--- config.mk ---
export PLATFORM = sky130hd
export DESIGN_NAME = rtc_calendar_core
export DESIGN_NICKNAME = d
export VERILOG_FILES = /design/src/rtl/rtc_cal_pkg.sv /design/src/rtl/rtc_subsec_div.sv /design/src/rtl/rtc_time_chain.sv /design/src/rtl/rtc_user_shadow.sv /design/src/rtl/rtc_calendar_core.sv
export SDC_FILE = /design/constraint.sdc
export NUM_CORES = 1
export LEC_CHECK = 0
export BUFFER_PORTS_ARGS = -buffer_cell sky130_fd_sc_hd__buf_2
export CORE_MARGIN = 2
export CORE_UTILIZATION = 50
export DETAILED_ROUTE_END_ITERATION = 10
export GPL_ROUTABILITY_DRIVEN = 1
export MAX_ROUTING_LAYER = met4
export PLACE_DENSITY = 0.67
export SYNTH_ARGS = -nofsm -noshare
export SYNTH_HDL_FRONTEND = slang
export SYNTH_SLANG_ARGS = --single-unit
export TNS_END_PERCENT = 100
--- constraint.sdc ---
create_clock -name clk -period 8.35 [get_ports clk]
set_input_delay 1.67 -clock clk [delete_from_list [all_inputs] [get_ports clk]]
set_output_delay 1.67 -clock clk [all_outputs]
set_load 0.02 [all_outputs]
--- src/rtl/rtc_cal_pkg.sv ---
package rtc_cal_pkg;

  typedef struct packed {
    logic       stop;
    logic [6:0] sec;
    logic [6:0] min;
    logic [5:0] hour;
    logic [2:0] dow;
    logic [5:0] date;
    logic [1:0] cent;
    logic [4:0] month;
    logic [7:0] year;
  } cal_t;

  localparam cal_t CAL_RESET = '{stop: 1'b0, sec: 7'h00, min: 7'h00, hour: 6'h00,
                                 dow: 3'd1, date: 6'h01, cent: 2'd0, month: 5'h01,
                                 year: 8'h00};

  // two-digit BCD increment without range wrap
  function automatic logic [7:0] bcd_next(input logic [7:0] v);
    if (v[3:0] >= 4'd9) bcd_next = {v[7:4] + 4'd1, 4'd0};
    else                bcd_next = v + 8'd1;
  endfunction

  // divisible by 4, judged from the BCD digits
  function automatic logic year_is_leap(input logic [7:0] y);
    if (y[4]) year_is_leap = (y[3:0] == 4'd2) || (y[3:0] == 4'd6);
    else      year_is_leap = (y[3:0] == 4'd0) || (y[3:0] == 4'd4) || (y[3:0] == 4'd8);
  endfunction

  function automatic logic [5:0] month_last(input logic [4:0] m, input logic [7:0] y);
    case (m)
      5'h02:                      month_last = year_is_leap(y) ? 6'h29 : 6'h28;
      5'h04, 5'h06, 5'h09, 5'h11: month_last = 6'h30;
      default:                    month_last = 6'h31;
    endcase
  endfunction

endpackage

--- src/rtl/rtc_subsec_div.sv ---
module rtc_subsec_div #(
  parameter int TICK_RATE = 32768,
  parameter int HUND_RATE = 100
) (
  input  logic       clk,
  input  logic       rst_n,
  input  logic       tick_en,
  input  logic       stop,
  input  logic       clr,
  output logic [7:0] hund_q,
  output logic       sec_step
);
  import rtc_cal_pkg::*;

  localparam int ACC_W = $clog2(TICK_RATE + HUND_RATE) + 1;

  logic [ACC_W-1:0] acc_q;
  logic [ACC_W-1:0] acc_sum;
  logic             hund_step;
  logic             run;

  always_comb begin
    run       = tick_en && !stop;
    acc_sum   = acc_q + ACC_W'(HUND_RATE);
    hund_step = run && (acc_sum >= ACC_W'(TICK_RATE));
    sec_step  = hund_step && (hund_q == 8'h99);
  end

  always_ff @(posedge clk or negedge rst_n) begin
    if (!rst_n) begin
      acc_q  <= '0;
      hund_q <= 8'h00;
    end else if (clr) begin
      acc_q  <= '0;
      hund_q <= 8'h00;
    end else if (run) begin
      acc_q <= hund_step ? acc_sum - ACC_W'(TICK_RATE) : acc_sum;
      if (hund_step) hund_q <= (hund_q == 8'h99) ? 8'h00 : bcd_next(hund_q);
    end
  end

  assert_write_clears_R7: assert property (@(posedge clk) disable iff (!rst_n)
    clr |=> (hund_q == 8'h00)) else $error("write did not clear hundredths");

  assert_stop_hold_R8: assert property (@(posedge clk) disable iff (!rst_n)
    (stop && !clr) |=> $stable(hund_q)) else $error("hundredths moved while stopped");

  assert_hund_range_R2: assert property (@(posedge clk) disable iff (!rst_n)
    (hund_q[3:0] <= 4'd9) && (hund_q[7:4] <= 4'd9)) else $error("hundredths not BCD");

endmodule

--- src/rtl/rtc_time_chain.sv ---
module rtc_time_chain (
  input  logic              clk,
  input  logic              rst_n,
  input  logic              sec_step,
  input  logic              wr_en,
  input  logic [2:0]        wr_addr,
  input  logic [7:0]        wr_data,
  output rtc_cal_pkg::cal_t cal_q
);
  import rtc_cal_pkg::*;

  logic sec_wrap, min_wrap, day_step, month_step, year_step, cent_step;

  always_comb begin
    sec_wrap   = sec_step && (cal_q.sec >= 7'h59);
    min_wrap   = sec_wrap && (cal_q.min >= 7'h59);
    day_step   = min_wrap && (cal_q.hour >= 6'h23);
    month_step = day_step && (cal_q.date >= month_last(cal_q.month, cal_q.year));
    year_step  = month_step && (cal_q.month >= 5'h12);
    cent_step  = year_step && (cal_q.year >= 8'h99);
  end

  always_ff @(posedge clk or negedge rst_n) begin
    if (!rst_n) begin
      cal_q <= CAL_RESET;
    end else if (wr_en) begin
      case (wr_addr)
        3'd1: begin cal_q.stop <= wr_data[7]; cal_q.sec <= wr_data[6:0]; end
        3'd2: cal_q.min  <= wr_data[6:0];
        3'd3: cal_q.hour <= wr_data[5:0];
        3'd4: cal_q.dow  <= wr_data[2:0];
        3'd5: cal_q.date <= wr_data[5:0];
        3'd6: begin cal_q.cent <= wr_data[7:6]; cal_q.month <= wr_data[4:0]; end
        3'd7: cal_q.year <= wr_data;
        default: ;
      endcase
    end else if (sec_step) begin
      cal_q.sec <= sec_wrap ? 7'h00 : 7'(bcd_next({1'b0, cal_q.sec}));
      if (sec_wrap) cal_q.min  <= min_wrap ? 7'h00 : 7'(bcd_next({1'b0, cal_q.min}));
      if (min_wrap) cal_q.hour <= day_step ? 6'h00 : 6'(bcd_next({2'b0, cal_q.hour}));
      if (day_step) begin
        cal_q.dow  <= (cal_q.dow >= 3'd7) ? 3'd1 : cal_q.dow + 3'd1;
        cal_q.date <= month_step ? 6'h01 : 6'(bcd_next({2'b0, cal_q.date}));
      end
      if (month_step) cal_q.month <= year_step ? 5'h01 : 5'(bcd_next({3'b0, cal_q.month}));
      if (year_step)  cal_q.year  <= cent_step ? 8'h00 : bcd_next(cal_q.year);
      if (cent_step)  cal_q.cent  <= cal_q.cent + 2'd1;
    end
  end

  assert_sec_range_R3: assert property (@(posedge clk) disable iff (!rst_n)
    (cal_q.sec <= 7'h59) && (cal_q.min <= 7'h59) && (cal_q.hour <= 6'h23))
    else $error("time field out of range");

  assert_date_wrap_R4: assert property (@(posedge clk) disable iff (!rst_n)
    (month_step && !wr_en) |=> (cal_q.date == 6'h01)) else $error("date did not wrap");

  assert_dow_range_R5: assert property (@(posedge clk) disable iff (!rst_n)
    (cal_q.dow != 3'd0)) else $error("day of week is zero");

  assert_century_step_R6: assert property (@(posedge clk) disable iff (!rst_n)
    (cent_step && !wr_en) |=> (cal_q.cent == $past(cal_q.cent) + 2'd1))
    else $error("century did not advance");

endmodule

--- src/rtl/rtc_user_shadow.sv ---
module rtc_user_shadow (
  input  logic              clk,
  input  logic              rst_n,
  input  logic              freeze,
  input  rtc_cal_pkg::cal_t cal_in,
  input  logic [7:0]        hund_in,
  input  logic [2:0]        rd_addr,
  output logic [7:0]        rd_data
);
  import rtc_cal_pkg::*;

  cal_t       user_cal;
  logic [7:0] user_hund;

  always_ff @(posedge clk or negedge rst_n) begin
    if (!rst_n) begin
      user_cal  <= CAL_RESET;
      user_hund <= 8'h00;
    end else if (!freeze) begin
      user_cal  <= cal_in;
      user_hund <= hund_in;
    end
  end

  always_comb begin
    case (rd_addr)
      3'd0:    rd_data = user_hund;
      3'd1:    rd_data = {user_cal.stop, user_cal.sec};
      3'd2:    rd_data = {1'b0, user_cal.min};
      3'd3:    rd_data = {2'b0, user_cal.hour};
      3'd4:    rd_data = {5'b0, user_cal.dow};
      3'd5:    rd_data = {2'b0, user_cal.date};
      3'd6:    rd_data = {user_cal.cent, 1'b0, user_cal.month};
      default: rd_data = user_cal.year;
    endcase
  end

  assert_freeze_hold_R9: assert property (@(posedge clk) disable iff (!rst_n)
    freeze |=> ($stable(user_cal) && $stable(user_hund))) else $error("user copy moved in freeze");

  assert_refresh_R10: assert property (@(posedge clk) disable iff (!rst_n)
    !freeze |=> ((user_cal == $past(cal_in)) && (user_hund == $past(hund_in))))
    else $error("user copy not refreshed");

endmodule

--- src/rtl/rtc_calendar_core.sv ---
module rtc_calendar_core #(
  parameter int TICK_RATE = 32768,
  parameter int HUND_RATE = 100
) (
  input  logic       clk,
  input  logic       rst_n,
  input  logic       tick_en,
  input  logic       freeze,
  input  logic       wr_en,
  input  logic [2:0] wr_addr,
  input  logic [7:0] wr_data,
  input  logic [2:0] rd_addr,
  output logic [7:0] rd_data
);
  import rtc_cal_pkg::*;

  cal_t       cal_run;
  logic [7:0] hund_run;
  logic       sec_step;

  rtc_subsec_div #(.TICK_RATE(TICK_RATE), .HUND_RATE(HUND_RATE)) u_div (
    .clk(clk), .rst_n(rst_n), .tick_en(tick_en), .stop(cal_run.stop),
    .clr(wr_en), .hund_q(hund_run), .sec_step(sec_step)
  );

  rtc_time_chain u_chain (
    .clk(clk), .rst_n(rst_n), .sec_step(sec_step), .wr_en(wr_en),
    .wr_addr(wr_addr), .wr_data(wr_data), .cal_q(cal_run)
  );

  rtc_user_shadow u_shadow (
    .clk(clk), .rst_n(rst_n), .freeze(freeze), .cal_in(cal_run),
    .hund_in(hund_run), .rd_addr(rd_addr), .rd_data(rd_data)
  );

endmodule

== Word-level counts from Yosys, hierarchy flattened ==
Cells that the tools add are included.

* Add/sub/neg operators: 18
* $lt $le $gt $ge: 15
* Equal/unequal tests: 30
* Muxes and demuxes: 41
* Reduce and logical (&&, ||, !) cells: 35

{| class="wikitable"
|+ Operators with widths
! operator !! number
|-
| 44-bit two-way mux || 2
|-
| 8-bit two-way mux || 9
|-
| 7-bit two-way mux || 8
|-
| 8-bit one-hot mux with 7 select lines || 1
|-
| 17-bit two-way mux || 3
|-
| 6-bit two-way mux || 7
|-
| 4-bit greater-or-equal comparator, second input constant || 7
|-
| 3-bit equality test, second input constant || 7
|-
| 3-bit AND reduction || 7
|-
| 2-bit nonzero test || 9
|-
| 17-bit by 7-bit adder with 17-bit output, second input constant || 1
|-
| 17-bit by 16-bit greater-or-equal comparator with 1-bit output, second input constant || 1
|-
| 17-bit by 16-bit subtractor with 17-bit output, second input constant || 1
|-
| 8-bit by 1-bit adder with 8-bit output, second input constant || 2
|-
| 5-bit two-way mux || 3
|-
| 7-bit by 1-bit adder with 7-bit output, second input constant || 2
|-
| 7-bit greater-or-equal comparator, second input constant || 2
|-
| 2-bit by 1-bit != test with 1-bit output, second input constant || 7
|-
| 6-bit by 1-bit adder with 6-bit output, second input constant || 2
|-
| 3-bit by 2-bit equality test with 1-bit output, second input constant || 4
|-
| 6-bit one-hot mux with 2 select lines || 1
|-
| 5-bit by 3-bit equality test with 1-bit output, second input constant || 2
|-
| 3-bit by 1-bit adder with 3-bit output, second input constant || 3
|-
| 1-bit logical AND || 9
|-
| other kinds (27) || 39
|}

* Bits in registers: 123
* Input port bits: 19
* Logic and storage cells: 160

== Logic depth before layout (Yosys ltp) ==
Gate-level depths: netlist of run 1.

* Depth in word-level cells: 15
* Gate-level depth with buffers: 15
* Gate-level depth less buffers: 15

== By module ==
Synthesis of run 1 repeated with hierarchy kept, for this count alone.

* Cells, all modules: 749
* Area total of the unflattened synthesis: 7443.4 µm²

{| class="wikitable"
|+ Modules (own cells, without submodules)
! module !! instances !! cells each !! area an instance (µm²) !! sequential area each (µm²)
|-
| rtc_time_chain || 1 || 386 || 3414.5 || 1129.8
|-
| rtc_user_shadow || 1 || 185 || 2456.1 || 1330.0
|-
| rtc_subsec_div || 1 || 178 || 1572.8 || 575.6
|}

== Worst setup path after synthesis of run 1 ==
No wires, ideal clock.

* Path type: input -> output
* From: in rd_addr[0]
* To: out rd_data[7]
* Arrival time: 2.914 ns
* Data required time: 6.680 ns
* Setup slack: 3.766 ns
* Cell stages on the path: 4
* Path buffers: 2
* Path through: clkbuf_1 -> clkbuf_1 -> mux2i_1 -> o21ai_0

* Longest elaborated chain between the ends: 2
* Elaborated cells between the ends (all ways): 8
* Those cells by class: eq/ne: 6; mux: 1; reduce/logical: 1

{| class="wikitable"
|+ RTL lines
! what !! RTL line !! RTL
|-
| start: declaration || rtc_calendar_core.sv:12 || <nowiki>input logic [2:0] rd_addr,</nowiki>
|-
| 3-bit equality test, or another cell as far along || rtc_user_shadow.sv:26 || <nowiki>case (rd_addr)</nowiki>
|-
| 8-bit one-hot mux with 7 select lines * || rtc_user_shadow.sv:26 ||
|-
| end: declaration || rtc_calendar_core.sv:13 || <nowiki>output logic [7:0] rd_data</nowiki>
|}

Every way passes the cells marked *; elsewhere a longest branch is shown, timed or not.

== Final worst setup path of run 1 ==
* From: in rd_addr[0]
* To: out rd_data[5]

Same word-level chain as after synthesis.

==> out/qor.tcl, run 1 <==
set qor(status) {complete, no violations}
set qor(criticalPathCategory) {input pin to output port}
set qor(place.gp.congestion) 0.952
set qor(whs_path_depth) 2
set qor(wl_per_cell_um) 19.4
set qor(design_area_sq_um) 8100
set qor(tritoncts_clock_tree) {built}
set qor(synth_sequential_area_ratio_pct) 41.7
set qor(final-setup-viol-count) 0
set qor(synth.net_count) 834
set qor(io_pins) 27
set qor(area_occupied_by_multi_input_gates_sq_um) 3910
set qor(cpMostUsedCell) {sky130_fd_sc_hd__buf_2}
set qor(hold_start) {u_shadow.user_cal[28]}
set qor(r2r_start) {u_chain.cal_q[0]}
set qor(antenna_cells_inserted) 0
set qor(min_delay_endpoint) {u_shadow.user_cal[28]}
set qor(power_density_nw_per_um2) 255
set qor(cts_made_buffers) 17
set qor(hpwl_mm) 13.6
set qor(max_freq_ghz) 0.209
set qor(yosys.cell_types.count) 80
set qor(cap_violations) 0
set qor(path_cells) {buf_2 > mux2_2 > a22oi_1 > o21ai_0 > a21oi_1 > o221ai_1 > buf_2}
set qor(static-leakage-power_nw) 3.48
set qor(clock_insertion_delay_worst_skew_ns) 0.43
set qor(finalMaxSlewViolations) 0
set qor(critical_path.endpoint_type) {output port}
set qor(register_clock_pin_slew_on_the_reported_worst_setup_and_hold_paths_ns) 0.06
set qor(max_slew_margin_pct) 31.8
set qor(hold-worst-slack_ns) 0.481
set qor(cpPeakStageDelay_ns) 0.39
set qor(cts-htree-levels) 4
set qor(design.final.nets) 845
set qor(groute.usage.overall_pct) 26.1
set qor(worst-path-max-fanout) 22
set qor(synth_edf_count) 0
set qor(post_synth_main_area_contributors) {sky130_fd_sc_hd__dfrtp_1 40%, sky130_fd_sc_hd__ha_1 7.1%, sky130_fd_sc_hd__mux2_2 4.6%, sky130_fd_sc_hd__nand2_1 4.6%, sky130_fd_sc_hd__a21oi_1 4.1%}
set qor(overall_overflow_remaining_after_global_route) 0
set qor(netlist_area_sq_um) 7280
set qor(min_period_ns) 4.78
set qor(placement.io_buffers) 26
set qor(postCtsHoldBufs) 0
set qor(die_width_um) 125
set qor(critical_path.startpoint_type) {input pin}
set qor(yosys_register_bits) 121
set qor(dpl-instance-area_sq_um) 7490
set qor(area.sequential_sq_um) 3040
set qor(post_cts_resized) 0
set qor(routed_wirelength_mm) 19.1
set qor(ys_dominant_reg_cell) {sky130_fd_sc_hd__dfrtp_1}
set qor(cts.repair_timing.setup_buffer_count) 0
set qor(vias) 6072
set qor(grt_max_degree) 83
set qor(hold_violations) 0
set qor(ff2ff_setup_slack_ns) 4.34
set qor(route.antenna.remaining_nets) 0
set qor(fillCellCount) 1246
set qor(synth_async_sr_flop_share_pct) 100
set qor(yosys.area.top_type_share_pct) 39.6
set qor(antenna_found_initial) 0
set qor(rows) 44
set qor(setup_tns_ns) 0
set qor(cp_data_arrival_time_ns) 3.11
set qor(holdCritPathClass) {flip-flop to flip-flop}
set qor(clock_path_buffers) 2
set qor(synth.yosys.warnings) 0
set qor(overall_die_height_um) 125
set qor(grt_pass1_vias) 5739
set qor(start_util_pct) 50.6
set qor(worstReg2RegEnd) {u_chain.cal_q[0]}
set qor(period_share_pct) 57.2
set qor(synth_largest_area_cell) {sky130_fd_sc_hd__dfrtp_1}
set qor(areaGrowthSynthToFinish_pct) 11.3
set qor(synth.avg_cell_area_sq_um) 9.40
set qor(grt_pass1_wl_mm) 30.9
set qor(drt_first_iter_violations) 605
set qor(vdd_drop_max_uv) 169
set qor(clock_sink_total) 121
set qor(viasPerCell) 6.18
set qor(clock-skew-final_ns) 0.00694
set qor(r2r_cells) 15
set qor(layoutNonFillerInstCount) 982
set qor(layout-drive-gt1-share_pct) 15.7
set qor(drc) 0
set qor(dieArea_sq_um) 15500
set qor(placeableCoreArea_sq_um) 14400
set qor(rsz_0062_raised_after_global_routing) {no}
set qor(cts_root_buffer) {sky130_fd_sc_hd__clkbuf_16}
set qor(synthCells) 774
set qor(crit_required_ns) 6.68
set qor(timing.critical_path.slowest_stage_cell) {sky130_fd_sc_hd__mux2_2}
set qor(place_inst) 950
set qor(max_slew.worst_pin.slew_ns) 1.02
set qor(detail_route.first_pass.iterations) 5
## critical path, delay by kind of cell
kind	cells	cell delay (ns)
buf+inv	2	0.54
compound gates	4	0.51
mux	1	0.39
## cells in the final DEF, fill, tap and decap left out, types with 13 or more instances in the layout
cell type / netlist / layout
sky130_fd_sc_hd__buf_2: 4 / 25
sky130_fd_sc_hd__nor2_1: 52 / 52
sky130_fd_sc_hd__dfrtp_1: 115 / 115
sky130_fd_sc_hd__clkbuf_16: 0 / 17
sky130_fd_sc_hd__o21ai_0: 54 / 54
sky130_fd_sc_hd__inv_1: 40 / 40
sky130_fd_sc_hd__nand3_1: 17 / 17
sky130_fd_sc_hd__nor3_1: 13 / 13
sky130_fd_sc_hd__mux2i_1: 16 / 16
sky130_fd_sc_hd__o21ai_1: 14 / 14
sky130_fd_sc_hd__mux2_2: 30 / 30
sky130_fd_sc_hd__a31oi_1: 16 / 16
sky130_fd_sc_hd__nand2_1: 90 / 90
sky130_fd_sc_hd__ha_1: 41 / 41
sky130_fd_sc_hd__a21oi_1: 60 / 60
## metal layers
metal | global-route usage, % | share of wire, % | vias to the layer above
met5 | - | 0 | -
met4 | 10.1 | 2.2 | 0
met3 | 5.11 | 6.4 | 43
met2 | 38.6 | 46 | 224
met1 | 35.7 | 45 | 2975
li1 | - | - | 2830
## Yosys cell counts, types with 9 or more instances
library cell	number
sky130_fd_sc_hd__inv_1	40
sky130_fd_sc_hd__nand2_1	90
sky130_fd_sc_hd__o21ai_1	14
sky130_fd_sc_hd__clkbuf_1	22
sky130_fd_sc_hd__o21ai_0	54
sky130_fd_sc_hd__or3_1	11
sky130_fd_sc_hd__dfrtp_1	115
sky130_fd_sc_hd__nand3_1	17
sky130_fd_sc_hd__o22ai_1	9
sky130_fd_sc_hd__mux2i_1	16
sky130_fd_sc_hd__a21oi_1	60
sky130_fd_sc_hd__mux2_2	30
sky130_fd_sc_hd__ha_1	41
sky130_fd_sc_hd__nor3_1	13
sky130_fd_sc_hd__and2_1	9
sky130_fd_sc_hd__nor2_1	52
sky130_fd_sc_hd__a31oi_1	16
sky130_fd_sc_hd__nand2b_1	9
## state kept, by name (all words and copies together) (netlist names)
| name | cells |
|---|---|
| u_chain.cal_q | 45 |
| u_shadow.user_cal | 45 |
| u_div.acc_q | 15 |
| u_div.hund_q | 8 |
| u_shadow.user_hund | 8 |
## kinds of logic (layout without fill, tap and decap cells)
logic type,count (synthesis),count (layout),share of synthesized area [%]
AND/OR/NAND/NOR,241,241,15.9
adder cells (fa/ha/maj),41,41,7.05
flip-flops,121,121,41.7
multiplexers,52,52,8.39
AO/OA/AOI/OAI,231,231,21.2
XOR/XNOR,10,10,1.20
buffers and inverters,78,102,4.51
## through the flow
step / utilization (%) / total power, W / setup slack [ns]
after floorplan: - / 0.00114 / 3.77
after global placement: 52.1 / 0.00127 / 3.59
after detailed placement: 52.1 / 0.00130 / 3.55
after CTS: 56.4 / 0.00207 / 3.55
after global routing: 56.4 / 0.00217 / 3.36
final: 56.4 / 0.00206 / 3.57
## cell type report
| class | instances | share of cell area (%) |
|---|---|---|
| Multi-Input combinational cell | 575 | 48.3 |
| Sequential cell | 121 | 37.5 |
| Clock buffer | 19 | 5.47 |
| Tap cell | 184 | 2.84 |
| Clock inverter | 13 | 2.10 |
| Timing Repair Buffer | 29 | 1.92 |
| Inverter | 41 | 1.90 |
## power breakdown
part | total [W] | internal (W) | switching (W)
combinational | 0.000454 | 0.000191 | 0.000262
clock | 0.000762 | 0.000479 | 0.000283
sequential | 0.000849 | 0.000708 | 0.000141
total | 0.00206 | 0.00138 | 0.000686
## worst max-delay path by stage
stage               start         end  slack, ns  depth (start not counted)
2_1_floorplan  rd_addr[0]  rd_data[7]       3.77                          4
3_3_place_gp   rd_addr[0]  rd_data[5]       3.59                          7
3_5_place_dp   rd_addr[0]  rd_data[5]       3.55                          7
4_1_cts        rd_addr[0]  rd_data[5]       3.55                          7
5_1_grt        rd_addr[0]  rd_data[5]       3.36                          7
6_report       rd_addr[0]  rd_data[5]       3.57                          7
(Power assumes the default switching activity.)
==> inputs of run 2 (changes only) <==
ABC_AREA = 1   (was unset)
clock period = 4.96 ns   (was 8.35 ns; I/O delays follow)
==> out/qor.tcl, run 2 <==
set qor(detail_route.first_pass.iterations) 5 ;# unchanged
set qor(dieArea_sq_um) 15100 ;# -2.8%
set qor(start_util_pct) 51.1 ;# +0.46 points
set qor(hpwl_mm) 13.2 ;# -2.8%
set qor(layout.cells.most_common_list) {203 x sky130_fd_sc_hd__nand2_1, 115 x sky130_fd_sc_hd__dfrtp_1, 107 x sky130_fd_sc_hd__inv_1}
set qor(io_pins) 27 ;# unchanged
set qor(whs_path_depth) 2 ;# unchanged
set qor(reg.largest.list) {u_chain.cal_q x45, u_shadow.user_cal x45, u_div.acc_q x15}
set qor(cts_made_buffers) 17 ;# unchanged
set qor(switching_power_w) 0.00107 ;# +56%
set qor(synth_mux_area_share_pct) 0.779 ;# -7.6 points
set qor(synth_edf_count) 0 ;# unchanged
set qor(p_int_w) 0.00218 ;# +58%
set qor(crit_family) {simple AND/OR/NAND/NOR gates}
set qor(synth_top_family_by_area) {simple AND/OR/NAND/NOR gates}
set qor(cts-htree-levels) 4 ;# unchanged
set qor(routed_wirelength_mm) 18.2 ;# -4.7%
set qor(hold_violations) 0 ;# unchanged
set qor(combinationalPowerShare_pct) 22.2 ;# +0.2 points
set qor(cpPeakStageDelay_ns) 0.68 ;# +0.29 ns
set qor(placement.io_buffers) 26 ;# unchanged
set qor(rows) 43 ;# -2.3%
set qor(route.antenna.remaining_nets) 0 ;# unchanged
set qor(grt_pass1_wl_mm) 29.2 ;# -5.6%
set qor(cp_data_arrival_time_ns) 2.50 ;# -0.61 ns
set qor(rsz_0062_raised_after_global_routing) {no}
set qor(crit_start) {rd_addr[2]}
set qor(vdd_drop_max_uv) 238 ;# +41%
set qor(ff2ff_setup_slack_ns) 1.90 ;# -2.44 ns
set qor(post_synth_main_area_contributors) {sky130_fd_sc_hd__dfrtp_1 41%, sky130_fd_sc_hd__nand2_1 11%, sky130_fd_sc_hd__ha_1 7.3%, sky130_fd_sc_hd__o21ai_0 6.0%, sky130_fd_sc_hd__inv_1 5.7%}
set qor(total_power_w) 0.00325 ;# +57%
set qor(criticalPathCategory) {input pin to output port}
set qor(layoutNonFillerInstCount) 1106 ;# +13%
set qor(path_cells) {buf_2 > inv_1 > nor3_1 > a22o_1 > a21oi_1 > nand3_1 > buf_2}
set qor(register_clock_pin_slew_on_the_reported_worst_setup_and_hold_paths_ns) 0.05 ;# about the same
set qor(postCtsHoldBufs) 0 ;# unchanged
set qor(min_period_ns) 3.49
set qor(mostFrequentLayoutCell) {sky130_fd_sc_hd__nand2_1}
set qor(synthCells) 884 ;# +14%
set qor(cap_violations) 0 ;# unchanged
set qor(overall_die_height_um) 123 ;# -1.4%
set qor(max_slew.worst_pin.slew_ns) 0.873 ;# -0.148 ns
set qor(wl_per_cell_um) 16.4 ;# -15%
set qor(critical_path.endpoint_type) {output port}
set qor(post_synth_and_or_nand_nor_area_fraction_pct) 23.2 ;# +7.3 points
set qor(clock_insertion_delay_worst_skew_ns) 0.42 ;# about the same
set qor(synth.net_count) 944 ;# +13%
set qor(final-setup-viol-count) 0 ;# unchanged
set qor(finish.utilization_pct) 57.5 ;# +1.1 points
set qor(cts.repair_timing.setup_buffer_count) 0 ;# unchanged
set qor(overall_overflow_remaining_after_global_route) 0 ;# unchanged
set qor(synth.avg_cell_area_sq_um) 7.99 ;# -15%
set qor(postLayoutSetupSlackWorst_ns) 1.47 ;# -2.10 ns
set qor(layout-drive-gt1-share_pct) 10.6 ;# -5.1 points
set qor(finalMaxSlewViolations) 0 ;# unchanged
set qor(clock_power_share_pct) 37.2 ;# +0.3 points
set qor(pre_cts_ws_ns) 1.49 ;# -2.06 ns
set qor(tritoncts_clock_tree) {built}
set qor(netlist_area_sq_um) 7070 ;# -2.9%
set qor(synth_commonest_cells) {203 x sky130_fd_sc_hd__nand2_1, 115 x sky130_fd_sc_hd__dfrtp_1, 107 x sky130_fd_sc_hd__inv_1}
set qor(power_density_nw_per_um2) 409 ;# +60%
set qor(share_of_the_synthesized_area_in_compound_gates_ao_oa_aoi_oai_pct) 16.1 ;# -5.1 points
set qor(die_width_um) 123 ;# -1.4%
set qor(design.final.nets) 972 ;# +15%
set qor(fillCellCount) 1249 ;# +0.24%
set qor(grt_pass1_vias) 5653 ;# -1.5%
set qor(r2r_start) {u_chain.cal_q[8]}
set qor(holdCritPathClass) {flip-flop to flip-flop}
set qor(place.gp.congestion) 0.941 ;# -1.2%
set qor(synth_async_sr_flop_share_pct) 100 ;# unchanged
set qor(clock_path_buffers) 2 ;# unchanged
set qor(clock-skew-final_ns) 0.00789 ;# +0.000953 ns
set qor(synth.yosys.warnings) 0 ;# unchanged
set qor(clock_sink_total) 121 ;# unchanged
set qor(max_slew_margin_pct) 41.4 ;# +9.6 points
set qor(areaGrowthSynthToFinish_pct) 12.5
set qor(critical_path.n_buffers_inverters) 3 ;# +1
set qor(r2r_cells) 17 ;# +2
set qor(crit_required_ns) 3.97 ;# -2.71 ns
set qor(yosys.area_share.adder_pct) 7.26 ;# +0.21 points
set qor(viasPerCell) 5.46 ;# -12%
set qor(yosys_register_bits) 121 ;# unchanged
set qor(grt_max_degree) 66 ;# -20%
set qor(critical_path.startpoint_type) {input pin}
set qor(worstReg2RegEnd) {u_chain.cal_q[13]}
set qor(ys_dominant_reg_cell) {sky130_fd_sc_hd__dfrtp_1}
set qor(synth_sequential_area_ratio_pct) 43.0 ;# +1.2 points
set qor(worst-path-max-fanout) 7 ;# -68%
set qor(drc) 0 ;# unchanged
set qor(placeableCoreArea_sq_um) 13800 ;# -3.8%
set qor(static-leakage-power_nw) 3.83 ;# +10%
set qor(cpMostUsedCell) {sky130_fd_sc_hd__buf_2}
set qor(yosys.cell_types.count) 49 ;# -39%
set qor(drt_first_iter_violations) 403 ;# -33%
set qor(hold_start) {u_shadow.user_cal[42]}
set qor(vias) 6043 ;# -0.48%
set qor(synth_largest_area_cell) {sky130_fd_sc_hd__dfrtp_1}
set qor(status) {complete, no violations}
set qor(switching_share_pct) 33.0 ;# -0.27 points
set qor(groute.usage.overall_pct) 26.4 ;# +0.31 points
set qor(min_delay_endpoint) {u_shadow.user_cal[42]}
set qor(max_freq_ghz) 0.286
set qor(antenna_found_initial) 1 ;# +1
set qor(period_share_pct) 70.4
set qor(setup_tns_ns) 0 ;# unchanged
set qor(place_inst) 1073 ;# +13%
set qor(post_cts_resized) 0 ;# unchanged
set qor(seq_power_share_pct) 40.5 ;# -0.6 points
set qor(yosys.area.top_type_share_pct) 40.7 ;# +1.2 points
set qor(post_synth_xor_area_fraction_pct) 2.36 ;# +1.2 points
set qor(timing.critical_path.slowest_stage_cell) {sky130_fd_sc_hd__nor3_1}
set qor(synthMostInstantiatedCell) {sky130_fd_sc_hd__nand2_1}
set qor(cts_root_buffer) {sky130_fd_sc_hd__clkbuf_16}
[run 2: cell count changes after synthesis, moves of 11 or more]
cell and change:
sky130_fd_sc_hd__nand2_1 +113, sky130_fd_sc_hd__inv_1 +67, sky130_fd_sc_hd__nand3_1 +33, sky130_fd_sc_hd__o21ai_0 +30, sky130_fd_sc_hd__a21oi_1 -26, sky130_fd_sc_hd__mux2_2 -26
sky130_fd_sc_hd__a31oi_1 +15, sky130_fd_sc_hd__mux2i_1 -15, sky130_fd_sc_hd__nand4_1 +13, sky130_fd_sc_hd__or3_1 -11
[run 2: worst reg2reg max path: stages, from the launching register on]
cell and delay (ns):
sky130_fd_sc_hd__dfstp_2 0.40, sky130_fd_sc_hd__inv_1 0.11, sky130_fd_sc_hd__ha_1 0.19, sky130_fd_sc_hd__inv_1 0.06, sky130_fd_sc_hd__nor3_1 0.27, sky130_fd_sc_hd__inv_1 0.12, sky130_fd_sc_hd__nand3_1 0.10, sky130_fd_sc_hd__o31ai_1 0.07
sky130_fd_sc_hd__ha_1 0.28, sky130_fd_sc_hd__nor2_1 0.04, sky130_fd_sc_hd__a31oi_1 0.12, sky130_fd_sc_hd__o21ai_0 0.09, sky130_fd_sc_hd__a21oi_1 0.33, sky130_fd_sc_hd__nand4_2 0.34, sky130_fd_sc_hd__nand2_1 0.20, sky130_fd_sc_hd__nand2_1 0.09
sky130_fd_sc_hd__nand2_1 0.10, sky130_fd_sc_hd__nand2_1 0.05
[run 2: area by class of cell]
| type | count | area [sq um] | share of cell area, % |
|---|---|---|---|
| diodes | 1 | 2.50 | 0.0315 |
| clock buffers | 23 | 468 | 5.89 |
| clock inverters | 9 | 100 | 1.26 |
| inverters | 113 | 427 | 5.37 |
| multi-input cells | 629 | 3510 | 44.2 |
| flip-flops and latches | 121 | 3040 | 38.2 |
| well taps | 180 | 225 | 2.83 |
| repair buffers | 30 | 175 | 2.20 |
[run 2: layer usage]
layer | share of wire, % | track usage, % | wire length (um) | up-vias
met3 | 4.3 | 5.34 | 772 | 21
met1 | 47 | 34.6 | 8520 | 2874
met4 | 1.3 | 8.41 | 243 | 0
met2 | 47 | 41.2 | 8620 | 114
met5 | 0 | - | 0 | -
li1 | - | - | - | 3034
[run 2: cells by family (layout without fill, tap and decap cells)]
group	after synthesis	count (layout)
AND/OR/NAND/NOR	370	370
AO/OA/AOI/OAI	194	194
flip-flops	121	121
adder cells (fa/ha/maj)	41	41
buffers and inverters	134	175
other	0	1
multiplexers	5	5
XOR/XNOR	19	19
[run 2: metrics by stage]
step	area, sq um	hold slack [ns]
finish	7950	0.485
global route	7950	0.504
CTS	7940	0.487
detailed placement	7380	0.475
global placement	7380	0.468
floorplan	7070	0.450
[run 2: how the worst max path moves through the flow]
stage / to / slack (ns) / cells past startpoint
after floorplan: rd_data[0] / 2.01 / 5
after global placement: rd_data[2] / 1.55 / 6
after detailed placement: rd_data[3] / 1.49 / 7
after CTS: rd_data[3] / 1.50 / 7
after global routing: rd_data[3] / 1.28 / 7
final: rd_data[3] / 1.47 / 7
[run 2: power groups by stage]
stage               Sequential, W  Clock, W  Combinational, W
detailed placement        0.00133         0          0.000716
global placement          0.00133         0          0.000701
floorplan                 0.00128         0          0.000538
finish                    0.00132   0.00121          0.000722
global route              0.00134   0.00127          0.000828
CTS                       0.00131   0.00122          0.000722
==> inputs of run 3 (changes only) <==
PLACE_DENSITY = 0.69   (was 0.67)
clock period = 3.05 ns   (was 4.96 ns; I/O delays follow)
==> out/qor.tcl, run 3 (synthesis results as in run 2) <==
set qor(cp_data_arrival_time_ns) 3.13 ;# +0.63 ns
set qor(grt_pass1_vias) 5696 ;# +0.76%
set qor(max_freq_ghz) 0.354
set qor(design_area_sq_um) 8130 ;# +2.3%
set qor(crit_required_ns) 3.35 ;# -0.62 ns
set qor(route.antenna.remaining_nets) 0 ;# unchanged
set qor(antenna_found_initial) 0 ;# -1
set qor(setup_tns_ns) 0 ;# unchanged
set qor(layout-drive-gt1-share_pct) 12.8 ;# +2.2 points
set qor(max_slew.worst_pin.slew_ns) 0.907 ;# +0.0345 ns
set qor(path_cells) {inv_1 > ha_1 > inv_1 > nor3_1 > inv_1 > nand3_1 > o31ai_1 > ha_1 > nor2_1 > a31oi_1 > o21ai_1 > a21oi_2 > nand4_4 > nand2_4 > nand2_2 > nor2_1 > a21oi_1}
set qor(cap_violations) 0 ;# unchanged
set qor(period_share_pct) 92.7
set qor(antenna_cells_inserted) 0 ;# -1
set qor(mostFrequentLayoutCell) {sky130_fd_sc_hd__nand2_1}
set qor(detail_route.first_pass.iterations) 6 ;# +1
set qor(timing.critical_path.slowest_stage_cell) {sky130_fd_sc_hd__dfstp_2}
set qor(clock_path_buffers) 2 ;# unchanged
set qor(critical_path.startpoint_type) {flip-flop}
set qor(rows) 43 ;# unchanged
set qor(rsz_0062_raised_after_global_routing) {no}
set qor(grt_max_degree) 56 ;# -15%
set qor(static-leakage-power_nw) 3.93 ;# +2.5%
set qor(power_density_nw_per_um2) 662 ;# +62%
set qor(fillCellCount) 1245 ;# -0.32%
set qor(groute.usage.overall_pct) 27.0 ;# +0.62 points
set qor(wl_per_cell_um) 16.5 ;# +0.30%
set qor(cts_made_buffers) 17 ;# unchanged
set qor(viasPerCell) 5.54 ;# +1.4%
set qor(r2r_cells) 17 ;# unchanged
set qor(vdd_drop_max_uv) 435 ;# +83%
set qor(critical_path.endpoint_type) {flip-flop}
set qor(min_period_ns) 2.83
set qor(hold_violations) 0 ;# unchanged
set qor(io_pins) 27 ;# unchanged
set qor(clock-skew-final_ns) 0.00992 ;# +0.00203 ns
set qor(dieArea_sq_um) 15100 ;# unchanged
set qor(tritoncts_clock_tree) {built}
set qor(start_util_pct) 51.1 ;# unchanged
set qor(area.sequential_sq_um) 3040 ;# unchanged
set qor(dpl-instance-area_sq_um) 7500 ;# +1.7%
set qor(drc) 0 ;# unchanged
set qor(cts-htree-levels) 4 ;# unchanged
set qor(overall_overflow_remaining_after_global_route) 0 ;# unchanged
set qor(cpMostUsedCell) {sky130_fd_sc_hd__inv_1}
set qor(area_occupied_by_multi_input_gates_sq_um) 3540 ;# +0.71%
set qor(placeableCoreArea_sq_um) 13800 ;# unchanged
set qor(die_width_um) 123 ;# unchanged
set qor(cpPeakStageDelay_ns) 0.39 ;# -0.29 ns
set qor(worst-path-max-fanout) 9 ;# +2
set qor(placement.io_buffers) 26 ;# unchanged
set qor(routed_wirelength_mm) 18.5 ;# +1.7%
set qor(areaGrowthSynthToFinish_pct) 15.1
set qor(clock_insertion_delay_worst_skew_ns) 0.42 ;# about the same
set qor(hpwl_mm) 13.5 ;# +2.5%
set qor(reg.largest.list) {u_chain.cal_q x45, u_shadow.user_cal x45, u_div.acc_q x15}
set qor(finalMaxSlewViolations) 0 ;# unchanged
set qor(design.final.nets) 988 ;# +1.6%
set qor(layout.cells.most_common_list) {201 x sky130_fd_sc_hd__nand2_1, 115 x sky130_fd_sc_hd__dfrtp_1, 107 x sky130_fd_sc_hd__inv_1}
set qor(grt_pass1_wl_mm) 30.0 ;# +2.9%
set qor(final-setup-viol-count) 0 ;# unchanged
set qor(cts_root_buffer) {sky130_fd_sc_hd__clkbuf_16}
set qor(status) {complete, no violations}
set qor(clock_sink_total) 121 ;# unchanged
set qor(ff2ff_setup_slack_ns) 0.22 ;# -1.68 ns
set qor(worstReg2RegEnd) {u_chain.cal_q[7]}
set qor(overall_die_height_um) 123 ;# unchanged
set qor(register_clock_pin_slew_on_the_reported_worst_setup_and_hold_paths_ns) 0.06 ;# about the same
set qor(criticalPathCategory) {flip-flop to flip-flop}
set qor(vias) 6213 ;# +2.8%
set qor(drt_first_iter_violations) 646 ;# +60%
set qor(r2r_start) {u_chain.cal_q[8]}
set qor(max_slew_margin_pct) 39.0 ;# -2.3 points
set qor(hold-worst-slack_ns) 0.190 ;# -0.296 ns
set qor(holdCritPathClass) {input pin to asynchronous set/reset pin}
set qor(place.gp.congestion) 0.948 ;# +0.77%
==> run 3: worst max-delay path by stage <==
| stage | startpoint | end | cells after the start | slack (ns) |
|---|---|---|---|---|
| after floorplan | u_chain.cal_q[8] | u_chain.cal_q[13] | 17 | 0.46 |
| after global placement | u_chain.cal_q[8] | u_chain.cal_q[4] | 17 | 0.21 |
| after detailed placement | u_chain.cal_q[8] | u_chain.cal_q[0] | 17 | 0.13 |
| after CTS | u_chain.cal_q[8] | u_chain.cal_q[0] | 17 | 0.11 |
| after global routing | u_div.acc_q[2] | u_chain.cal_q[0] | 18 | 0.005 |
| final | u_chain.cal_q[8] | u_chain.cal_q[7] | 17 | 0.22 |
==> run 3: area by class of cell <==
class	instances	share of cell area, %
well taps	180	2.77
flip-flops and latches	121	37.3
multi-input cells	629	43.5
clock inverters	7	1.11
inverters	113	5.25
repair buffers	46	3.79
clock buffers	25	6.22
==> run 3: critical path, delay by kind of cell (launching register included) <==
kind,cells,cell delay (ns)
flip-flops,1,0.39
AND/OR/NAND/NOR,7,0.91
AO/OA/AOI/OAI,5,0.66
buffers and inverters,3,0.29
adder cells (fa/ha/maj),2,0.46
==> run 3: timing repair <==
item,CTS,global route
hold buffers,0,0
setup buffers,0,1
endpoints found under the setup margin,0,26
resized for setup,0,7
==> run 3: per-layer routing <==
| layer | wire length (um) | vias up | GRT usage, % |
|---|---|---|---|
| met4 | 646 | 0 | 11.9 |
| met3 | 778 | 35 | 4.14 |
| li1 | - | 3068 | - |
| met2 | 8160 | 168 | 39.0 |
| met5 | 0 | - | - |
| met1 | 8880 | 2942 | 37.6 |
==> run 3: stage by stage <==
stage	utilization [%]	worst slack, ns	power [W]	cells
floorplan	-	0.463	0.00295	884
global placement	54.2	0.207	0.00334	1088
detailed placement	54.2	0.127	0.00335	1088
CTS	58.6	0.107	0.00538	1120
global route	58.8	0.00476	0.00570	1121
finish	58.8	0.223	0.00538	1121
==> run 3: report_power, final <==
| group | switching [W] | leakage, nW | total (W) | internal (W) |
|---|---|---|---|---|
| Sequential | 0.000256 | 1.50 | 0.00214 | 0.00188 |
| Combinational | 0.000785 | 2.14 | 0.00123 | 0.000440 |
| Clock | 0.000715 | 0.289 | 0.00202 | 0.00131 |
